<file path="src/rtl/hs_read_resp.sv">
module hs_read_resp #(
  parameter int          DW   = 16,
  parameter int          AW   = 4,
  parameter int          LAT  = 3,
  parameter logic [15:0] SEED = 16'hA5C3
) (
  input  logic          clk,
  input  logic          rst_n,
  input  logic          req_in,
  input  logic          ack_in,
  input  logic [DW-1:0] bus_in,
  output logic [DW-1:0] bus_out,
  output logic          bus_oe,
  output logic          ack_out,
  output logic          rdy_out
);
  localparam int DEPTH = 1 << AW;
  localparam int CW    = $clog2(LAT + 1) + 1;

  typedef enum logic [4:0] {
    S_IDLE  = 5'b00001,
    S_ACK   = 5'b00010,
    S_WAIT  = 5'b00100,
    S_DRIVE = 5'b01000,
    S_DONE  = 5'b10000
  } st_t;

  st_t            st;
  logic           req_m, req_s, ack_m, ack_s;
  logic [AW-1:0]  addr_q;
  logic [CW-1:0]  cnt;
  logic [DW-1:0]  dout;
  logic [DW-1:0]  rom [DEPTH];

  for (genvar g = 0; g < DEPTH; g++) begin : g_rom
    assign rom[g] = DW'(g * 257) ^ DW'(SEED);
  end

  always_ff @(posedge clk) begin
    if (!rst_n) begin
      req_m <= 1'b0; req_s <= 1'b0;
      ack_m <= 1'b0; ack_s <= 1'b0;
    end else begin
      req_m <= req_in; req_s <= req_m;
      ack_m <= ack_in; ack_s <= ack_m;
    end
  end

  always_ff @(posedge clk) begin
    if (!rst_n) begin
      st     <= S_IDLE;
      addr_q <= '0;
      cnt    <= '0;
      dout   <= '0;
    end else begin
      if (cnt != '1) cnt <= cnt + 1'b1;
      unique case (st)
        S_IDLE:  if (req_s) begin
                   addr_q <= bus_in[AW-1:0];
                   cnt    <= '0;
                   st     <= S_ACK;
                 end
        S_ACK:   if (!req_s) st <= S_WAIT;
        S_WAIT:  if (cnt >= CW'(LAT)) begin
                   dout <= rom[addr_q];
                   st   <= S_DRIVE;
                 end
        S_DRIVE: if (ack_s) st <= S_DONE;
        S_DONE:  if (!ack_s) st <= S_IDLE;
        default: st <= S_IDLE;
      endcase
    end
  end

  assign ack_out = st[1];
  assign rdy_out = st[3];
  assign bus_oe  = st[3];
  assign bus_out = dout;

  logic       ack_d;
  logic [4:0] since_ack;
  always_ff @(posedge clk) begin
    if (!rst_n) begin
      ack_d     <= 1'b0;
      since_ack <= '0;
    end else begin
      ack_d <= ack_out;
      if (ack_out && !ack_d) since_ack <= 5'd1;
      else if (since_ack != '1) since_ack <= since_ack + 1'b1;
    end
  end

  AST_ACK_HELD:     assert property (@(posedge clk) disable iff (!rst_n) ack_out && req_s |=> ack_out);
  AST_RDY_LATE:     assert property (@(posedge clk) disable iff (!rst_n) $rose(rdy_out) |-> since_ack >= 5'(LAT) && !ack_out);
  AST_DATA_STABLE:  assert property (@(posedge clk) disable iff (!rst_n) rdy_out && $past(rdy_out) |-> $stable(bus_out));
  AST_NO_CLASH:     assert property (@(posedge clk) disable iff (!rst_n) !(bus_oe && ack_out));
  AST_RDY_HELD:     assert property (@(posedge clk) disable iff (!rst_n) rdy_out && !ack_s |=> rdy_out);
  AST_NO_REACCEPT:  assert property (@(posedge clk) disable iff (!rst_n) st == S_DONE && ack_s |=> !ack_out);
  AST_ONE_STATE:    assert property (@(posedge clk) disable iff (!rst_n) $onehot0(st));
endmodule

</file>
<file path="config.mk">
export PLATFORM = sky130hd
export DESIGN_NAME = hs_read_resp
export DESIGN_NICKNAME = d
export VERILOG_FILES = /design/src/rtl/hs_read_resp.sv
export SDC_FILE = /design/constraint.sdc
export NUM_CORES = 1
export LEC_CHECK = 0
export BUFFER_PORTS_ARGS = -buffer_cell sky130_fd_sc_hd__buf_4
export CORE_UTILIZATION = 47
export DETAILED_ROUTE_END_ITERATION = 8
export PLACE_DENSITY = 0.77
export SYNTH_ARGS = -nofsm -noshare
export SYNTH_HDL_FRONTEND = slang
export SYNTH_SLANG_ARGS = --single-unit
</file>
<file path="constraint.sdc">
create_clock -name clk -period 1.9 [get_ports clk]
set_clock_uncertainty 0.2 [all_clocks]
set_input_delay 0.38 -clock clk [delete_from_list [all_inputs] [get_ports clk]]
set_output_delay 0.38 -clock clk [all_outputs]
set_load 0.005 [all_outputs]
</file>
======== After elaboration in Yosys (flattened, before gate mapping) ========
Memory sizes are Yosys's and may differ from the RTL's. A register that Yosys moved wholly into a read port is not among the register bits.
Index checks and enable logic that the tools add are counted.
cells by class
  multiplexer cells ....................... 9
  order comparisons ....................... 1
  equality and inequality tests ........... 11
  add/subtract/negate cells ............... 1
  bitwise operators ....................... 1
  reductions and logical operators ........ 4
operators by type and width
  kind                                                               number
  2-to-1 mux 5 bit                                                   5
  case mux 5 bit (5 select lines)                                    1
  != test 2 bit, second input constant                               5
  2-to-1 mux 3 bit                                                   3
  equality test 5 x 1 -> 1 bit, second input constant                1
  equality test 5 x 2 -> 1 bit, second input constant                1
  equality test 5 x 3 -> 1 bit, second input constant                1
  equality test 5 x 4 -> 1 bit, second input constant                1
  equality test 5 bit, second input constant                         1
  NOT 4 -> 5 bit                                                     1
  AND reduction 5 bit                                                1
  AND reduction 2 bit                                                2
  adder 3 x 1 -> 3 bit, second input constant                        1
  greater-or-equal comparator 3 x 2 -> 1 bit, second input constant  1
  != test 3 bit, second input constant                               1
  zero test 1 bit                                                    1
word-level totals
  ROM bits ................................ 256
  register bits after elaboration ......... 16
  logic and storage cells ................. 35
  input port bits ......................... 20
  output and inout port bits .............. 19
  memories ................................ 1
memory list
  memory            depth  width  rd ports  clocked after memory_dff  wr ports  RTL line  text
  (name not given)  16     16     1         1                         0         65        dout <= rom[addr_q];

======== Depth between registers and ports, before layout ========
Gate-level depths: netlist (run 1).
  depth after elaboration ................. 4
  gate-level depth with buffers ........... 5
  depth with buffers taken out ............ 4

======== Worst setup path after synthesis (run 1) ========
No wires, ideal clock.
  path kind ............................... reg-to-reg
  start ................................... reg cnt[0]
  end ..................................... reg dout[13], in the netlist bus_out[13]
  setup time .............................. 0.115 ns
  required time ........................... 1.585 ns
  clock period less this slack ............ 1.568 ns
  path slack .............................. 0.332 ns
  buffers on the path ..................... 1
  arrival time ............................ 1.253 ns
  cell stages (with the launch flop) ...... 6
  cell sequence ........................... dfxtp_1 ha_1 a211oi_2 and4b_1 buf_4 o21a_1
between the ends
  cells in the longest elaborated chain, start to end .. 2
ends and longest elaborated chain
  element                                     RTL line  text
  start: declaration                          31        logic [CW-1:0] cnt;
  start signal: assignment                    56        if (cnt != '1) cnt <= cnt + 1'b1;
  greater-or-equal comparator 3 x 2 -> 1 bit  64        S_WAIT: if (cnt >= CW'(LAT)) begin
  AND reduction 2 bit (no line)               -
  end: declaration                            32        logic [DW-1:0] dout;
No other way between the ends.
A chain may end at the register's enable or synchronous reset.

======== Worst setup path after layout (run 1) ========
  start ................................... reg cnt[0]
  end ..................................... reg dout[2], in the netlist bus_out[2]
Same word-level chain as after synthesis.

==> metrics.yaml, run 1 <==
pwr:
  power.internal_w: 0.000613
  p_switching_w: 0.000190
  p_comb_share_pct: 9.5
  switching_share_pct: 23.6
  seq_power_share_pct: 63.8
  clkPwrFrac_pct: 26.7
  peakVddDrop_mv: 0.389
  power_leakage_nw: 0.479
  power_density_nw_per_um2: 671
synth:
  seq_area_frac_synth_pct: 43.5
  synth.distinct_cells: 34
  yosys_register_bits: 23
  synth_common_cells: "dfxtp_1 (23), buf_4 (12), nand2_1 (11), a21oi_1 (7), mux2i_1 (6)"
  yosys_most_used_dff: "dfxtp_1"
  syn_area_um2: 1060
  syn_inst: 114
  yosysMostFrequentCell: "dfxtp_1"
  yosys-top-cells-area: "dfxtp_1 (43%), buf_4 (8.5%), mux2i_1 (5.7%)"
  synth_edf_count: 0
  ys_async_sr_fraction_pct: 0
  yosys_warnings: 0
  yosys.area.top_type: "dfxtp_1"
  netlist.area_leader.share_pct: 43.5
  avgSynthCellArea_um2: 9.29
worst_setup_path:
  critical_path_required_ps: 1940
  crit_path_end_kind: "register"
  critPathKind: "reg2reg"
  cp_max_fo: 7
  crit_path_start_kind: "register"
  arrival_ps: 1760
floorplanning:
  fp.dieH_um: 49.5
  die-width_um: 49.5
  die-area_um2: 2450
  coreArea_um2: 2040
  row_count: 16
  ios: 39
  start_util_pct: 51.8
clocking:
  path_clk_slew_ps: 120
  max-clock-path-buffers: 2
  cts_resized: 0
  root_buffer: "clkbuf_4"
  cts_tree: "built"
  clock-sinks: 23
  cts_buffers: 3
  insertion_delay_ps: 300
  htree_num_levels: 1
  cts_hold_buf: 0
  cts_setup_buffers: 0
cells_and_area:
  diodes: 0
  nets: 150
  drive_gt1_share_pct: 24.2
  area_delta_synth_final_pct: 13.0
  n_fill_cell: 204
routing:
  routed_wirelength_um: 1790
  dr.pass1.iters: 4
  drt_iter0_markers: 19
  ant_nets: 0
  via_per_inst: 5.24
  drc: 0
  avgRoutedWirePerCell_um: 11.6
  vias: 812
timing:
  worst_slack_ps: 186
  hold_slack_ps: 73.3
  hold_violations: 0
  max_freq_ghz: 0.583
  rsz0062_at_grt: "no"
  fin_crit_ps: 1710
  finalSetupViolCount: 0
  slew_viol_final: 0
  finalSetupTns_ps: 0
  fin_crit_sh_pct: 90.2
place:
  post-place-ws_ps: 179
  gp_congestion: 0.838
  dp_hpwl_um: 1310
  portBuffers: 22
worst_hold_path:
  hold_class: "in2reg"
grt:
  grt_max_degree: 22
  antenna_found_initial: 0
  grt_pass1_vias: 721
  overflow: 0
  grt_pass1_wl_um: 3130
  grt_usage_pct: 16.3
run_status:
  outcome: "finished clean"
run:
  max_cap_viol_count: 0
-- metal layers --
layer	wire length, µm	share of wire (%)	up-vias	global-route usage, %
met5	0	0	-	0
met4	0	0	0	4.29
met3	95	5.3	0	2.78
met2	809	45	32	28.5
met1	887	49	372	20.7
li1	-	-	408	-
-- power groups by stage --
stage / Sequential [W] / Combinational, W / Clock, W
after CTS: 0.000512 / 0.0000763 / 0.000225
after global routing: 0.000515 / 0.0000856 / 0.000253
after global placement: 0.000521 / 0.0000727 / 0
final: 0.000512 / 0.0000764 / 0.000215
after detailed placement: 0.000523 / 0.0000759 / 0
after floorplan: 0.000515 / 0.0000672 / 0
-- logic make-up (layout without fill, tap and decap cells) --
logic type | after synthesis | in the layout | share of synthesized area [%]
adders and majority gates | 1 | 1 | 1.18
muxes | 6 | 6 | 5.67
and+or+nand+nor | 44 | 44 | 24.6
DFF | 23 | 23 | 43.5
xor gates and xnor gates | 4 | 4 | 3.31
other | 1 | 4 | 0.354
AOI/OAI and AO/OA | 18 | 18 | 10.9
buffers and inverters | 17 | 28 | 10.5
-- final timing paths --
check | start | to | slack, ps | depth (start not counted)
max | cnt[0]$_SDFF_PN0_ | bus_out[2]$_SDFFE_PN0P_ | 190 | 4
min | req_in | req_m$_SDFF_PN0_ | 70 | 2
max reg2reg | cnt[0]$_SDFF_PN0_ | bus_out[2]$_SDFFE_PN0P_ | 190 | 4
min reg2reg | req_m$_SDFF_PN0_ | req_s$_SDFF_PN0_ | 250 | 1
-- layout make-up --
| cell class | count | area (µm²) | area share, % |
|---|---|---|---|
| clock buffers | 3 | 22.5 | 1.88 |
| inverters | 1 | 3.75 | 0.314 |
| multi-input cells | 77 | 498 | 41.6 |
| well taps | 27 | 33.8 | 2.82 |
| flip-flops and latches | 23 | 460 | 38.5 |
| repair buffers | 23 | 173 | 14.4 |
| clock inverters | 1 | 5.00 | 0.418 |
-- layout by cell type (no fill, tap or decap), types with 4 or more instances in the layout --
cell type and instances:
a21oi_1 7, nand3_1 5, mux2i_1 6, nor2_1 5, nand2_1 11, dfxtp_1 23
buf_4 23, conb_1 4, o21ai_0 5, nand2b_1 5, and2_1 4
-- per-stage QoR --
stage | cell area (µm²) | power (W) | std cells | util, %
final | 1200 | 0.000803 | 155 | 58.6
after global placement | 1170 | 0.000594 | 151 | 57.2
after detailed placement | 1170 | 0.000599 | 151 | 57.2
after CTS | 1200 | 0.000813 | 155 | 58.6
after floorplan | 1070 | 0.000582 | 117 | -
after global routing | 1200 | 0.000854 | 155 | 58.6
-- worst max-delay path: stages, from the launching register on --
cell and delay (ps):
dfxtp_1 400, ha_1 250, a211oi_2 70, and4b_1 510, mux2i_1 230
-- state kept, by name (all words and copies together) (netlist names) --
register and cells:
ack_m 1, ack_s 1, addr_q 4, bus_out 7, cnt 3, req_m 1
req_s 1, st 5
Power figures use the tool's default switching activity.
==> run 2, diff against run 1 <==
CTS_CLUSTER_DIAMETER = 30   (was not set)
PLACE_DENSITY = not set   (was 0.77)
PLACE_DENSITY_LB_ADDON = 0.12   (was not set)
==> run 2 against run 1 <==
Against the previous run:
- via count decreased by 0.12%
- final cell count unchanged
- maximum frequency decreased by 2.0%
- die area unchanged
- clock power increased by 4%
- utilization unchanged
- critical path type unchanged
==> metrics.yaml, run 2 (same netlist as run 1, synthesis figures left out) <==
grt:
  grt_pass1_vias: 708
  grt_usage_pct: 16.7
  grt_max_degree: 22
  grt_pass1_wl_um: 3090
  overflow: 0
  antenna_found_initial: 0
cells_and_area:
  drive_gt1_share_pct: 24.2
  area_delta_synth_final_pct: 13.0
  multi_input_area_um2: 498
  n_fill_cell: 193
  nets: 150
  diodes: 0
  largest_reg_flops: 7
  final_cell_mix: "dfxtp_1 (23), buf_4 (23), nand2_1 (11)"
  utilization_pct: 58.6
  seq_area_um2: 460
routing:
  avgRoutedWirePerCell_um: 12.1
  via_per_inst: 5.23
  vias: 811
  dr.pass1.iters: 4
  drc: 0
  routed_wirelength_um: 1870
  drt_iter0_markers: 10
  ant_nets: 0
clocking:
  path_clk_slew_ps: 120
  cts_tree: "built"
  htree_num_levels: 1
  cts_setup_buffers: 0
  root_buffer: "clkbuf_4"
  cts_buffers: 3
  insertion_delay_ps: 310
  cts_resized: 0
  clock-sinks: 23
  cts_hold_buf: 0
  max-clock-path-buffers: 2
worst_setup_path:
  critPathBufInv: 0
  path_delay_family: "compound AO/OA/AOI/OAI gates"
  cpMaxStageDelayCell: "dfxtp_1"
  cp_max_fo: 7
  cp_cell_sequence: "ha_1 > a211oi_2 > and4b_1 > o21a_1"
  crit_path_end_kind: "register"
  crit_path_start_kind: "register"
  crit_path_max_incr_delay_ps: 370
  arrival_ps: 1770
  critical_path_required_ps: 1920
  critPathKind: "reg2reg"
place:
  gp_congestion: 0.796
  dp_hpwl_um: 1360
  portBuffers: 22
floorplanning:
  start_util_pct: 51.8
  die-area_um2: 2450
  ios: 39
  fp.dieH_um: 49.5
  row_count: 16
  coreArea_um2: 2040
  die-width_um: 49.5
timing:
  fin_crit_sh_pct: 92.0
  max_freq_ghz: 0.572
  fin_crit_ps: 1750
  hold_violations: 0
  rsz0062_at_grt: "no"
  finalSetupTns_ps: 0
  finalSetupViolCount: 0
  slew_viol_final: 0
pwr:
  power_density_nw_per_um2: 679
  peakVddDrop_mv: 0.511
  power_leakage_nw: 0.479
  p_total_w: 0.000812
worst_hold_path:
  hold_class: "in2reg"
run_status:
  outcome: "finished clean"
run:
  max_cap_viol_count: 0
## run 2: cell counts in the layout (fill, tap and decap cells not counted)
Identical to the previous run, type by type.
## run 2: layout make-up
cell class	instances	share of cell area (%)
Inverter	1	0.314
Tap cell	27	2.82
Clock buffer	3	1.88
Multi-Input combinational cell	77	41.6
Clock inverter	1	0.418
Timing Repair Buffer	23	14.4
Sequential cell	23	38.5
## run 2: metrics by stage
| step | area (µm²) | hold WS (ps) | worst slack, ps | std cells |
|---|---|---|---|---|
| after floorplan | 1070 | 212 | 332 | 117 |
| after global placement | 1170 | 219 | 187 | 151 |
| after detailed placement | 1170 | 221 | 155 | 151 |
| after CTS | 1200 | 63.8 | 130 | 155 |
| after global routing | 1200 | 42.8 | 28.7 | 155 |
| final | 1200 | 72.4 | 151 | 155 |
## run 2: where the power goes
group          switching (W)  internal [W]
combinational      0.0000387     0.0000378
sequential         0.0000151      0.000497
clock               0.000144     0.0000787
## run 2: worst paths after layout
check / from / end / slack (ps) / depth (start not counted)
worst max-delay path: cnt[0]$_SDFF_PN0_ / bus_out[13]$_SDFFE_PN0P_ / 150 / 4
worst min-delay path: ack_in / ack_m$_SDFF_PN0_ / 70 / 2
worst max register to register: cnt[0]$_SDFF_PN0_ / bus_out[13]$_SDFFE_PN0P_ / 150 / 4
worst min register to register: ack_m$_SDFF_PN0_ / ack_s$_SDFF_PN0_ / 250 / 1
## run 2: per-layer routing
layer / global-route usage [%] / wire length [µm] / vias up
met4: 5.71 / 12 / 0
met1: 19.1 / 851 / 382
met3: 5.56 / 79 / 2
met5: 0 / 0 / -
met2: 29.0 / 931 / 19
li1: - / - / 408
==> run 3, diff against run 2 <==
CORE_UTILIZATION = 43   (was 47)
clock period = 1.4 ns   (was 1.9 ns; I/O delays follow)
==> run 3 against run 2 <==
Against the previous run:
- the run now ends with setup timing left
- maximum frequency increased by 17%
- combinational power grew 140%
- total power grew 45%
- clock-buffer cell count rose by 1
- sequential share of layout area fell by 5.4 points
- register-to-register slack worse by 240 ps
- wire length increased by 28%
- critical path type unchanged
- largest cell class unchanged
- highest routed layer unchanged
==> metrics.yaml, run 3 (same netlist as run 1, synthesis figures left out) <==
run_status:
  outcome: "finished, violations left"
  violations: "setup timing"
place:
  dp_hpwl_um: 1540
  post-place-ws_ps: -243
  dp.cells: 165
  gp_congestion: 0.778
  portBuffers: 22
routing:
  drc: 0
  routed_wirelength_um: 2390
  drt_iter0_markers: 15
  vias: 914
  dr.pass1.iters: 4
  via_per_inst: 5.25
  ant_nets: 0
  avgRoutedWirePerCell_um: 13.7
pwr:
  clkPwrFrac_pct: 26.1
  power.internal_w: 0.000879
  power_leakage_nw: 0.588
  power_density_nw_per_um2: 796
  switching_share_pct: 25.1
  peakVddDrop_mv: 0.770
  seq_power_share_pct: 58.5
  p_switching_w: 0.000295
  p_comb_share_pct: 15.4
clocking:
  insertion_delay_ps: 310
  max-clock-path-buffers: 2
  clock-sinks: 23
  htree_num_levels: 1
  path_clk_slew_ps: 120
  cts_buffers: 3
  cts_tree: "built"
  root_buffer: "clkbuf_4"
timing:
  fin_crit_sh_pct: 107
  fin_crit_ps: 1490
  hold_violations: 0
  worst_slack_ps: -91.1
  slew_viol_final: 0
  rsz0062_at_grt: "yes"
  finalSetupTns_ps: -472
  max_freq_ghz: 0.671
  finalSetupViolCount: 8
grt:
  grt_pass1_wl_um: 3520
  grt_max_degree: 22
  antenna_found_initial: 0
  grt_usage_pct: 18.1
  grt_pass1_vias: 823
  overflow: 0
floorplanning:
  die-width_um: 51.6
  row_count: 17
  ios: 39
  die-area_um2: 2660
  coreArea_um2: 2280
  start_util_pct: 46.5
  fp.dieH_um: 51.6
worst_setup_path:
  crit_path_start_kind: "register"
  reg2reg_from: "st[4]$_SDFFE_PN0P_"
  critical_path_required_ps: 1450
  critPathKind: "reg2reg"
  crit_path_end_kind: "register"
  cpMaxStageDelayCell: "or4b_4"
  arrival_ps: 1540
  cp-startpoint: "st[4]$_SDFFE_PN0P_"
  cp_cell_sequence: "nand2b_1 > or4b_4 > a21oi_2"
  cp_max_fo: 5
  crit_path_max_incr_delay_ps: 530
cells_and_area:
  final_common_cell: "buf_4"
  final_cells: 174
  area_delta_synth_final_pct: 39.2
  largest_reg_flops: 7
  diodes: 0
  final_cell_mix: "buf_4 (31), dfxtp_1 (15), nand2_1 (11)"
  nets: 168
  drive_gt1_share_pct: 46.6
worst_hold_path:
  hp-start: "bus_in[0]"
  hold_class: "in2reg"
run:
  max_cap_viol_count: 0
[run 3: changes by cell type in the layout (fill, tap and decap cells not counted), moves of 3 or more]
cell     change
a21oi_1      -3
a21oi_2      +3
buf_4        +8
buf_6        +8
dfxtp_1      -8
dfxtp_4      +7
nand3_1      -4
nand3_2      +4
o21ai_0      -4
o21ai_1      +4
[run 3: final timing paths]
path,to,slack [ps],cells after the start
worst max-delay path,st[3]$_SDFFE_PN0P_,-90,3
worst max register to register,st[3]$_SDFFE_PN0P_,-90,3
worst min-delay path,addr_q[0]$_SDFFE_PN0P_,20,3
worst min register to register,ack_s$_SDFF_PN0_,250,1
[run 3: per-layer routing]
layer / vias to the layer above / global-route usage, % / part of all wire (%)
li1: 449 / - / -
met1: 436 / 20.6 / 42
met2: 24 / 31.6 / 53
met3: 5 / 5.26 / 3.9
met4: 0 / 6.76 / 1.2
met5: - / 0 / 0
[run 3: timing repair]
| action | 4_1_cts | 5_1_grt |
|---|---|---|
| buffers inserted | 3 | 1 |
| endpoints found under the setup margin | 16 | 20 |
| gates resized for setup | 20 | 16 |
| hold buffers | 2 | 0 |
| hold endpoints to repair | 2 | 0 |
| pin swaps | 5 | 17 |
[run 3: worst max-delay path: cells and delay by family, from the launching register on]
kind	cells	cell delay, ps
AOI/OAI and AO/OA	1	150
DFF	1	380
and+or+nand+nor	2	700
[run 3: cell type report]
cell class / instances / area, µm²
inverters: 1 / 3.75
multi-input cells: 77 / 578
clock buffers: 4 / 26.3
flip-flops and latches: 23 / 488
repair buffers: 41 / 343
fillers: 199 / 802
well taps: 28 / 35.0
[run 3: through the flow]
step,hold slack (ps),util (%),total power [W],instance area (µm²)
CTS,7.10,61.6,0.00117,1400
detailed placement,225,56.6,0.000856,1290
finish,21.5,64.8,0.00117,1470
global route,-3.07,64.8,0.00124,1470
floorplan,207,-,0.000802,1100
global placement,220,56.6,0.000849,1290
[run 3: power by group through the flow]
| stage | logic [W] | registers [W] | clock network, W |
|---|---|---|---|
| after floorplan | 0.0000989 | 0.000703 | 0 |
| final | 0.000181 | 0.000686 | 0.000306 |
| after CTS | 0.000160 | 0.000689 | 0.000318 |
| after global routing | 0.000196 | 0.000689 | 0.000357 |
| after global placement | 0.000143 | 0.000706 | 0 |
| after detailed placement | 0.000148 | 0.000708 | 0 |
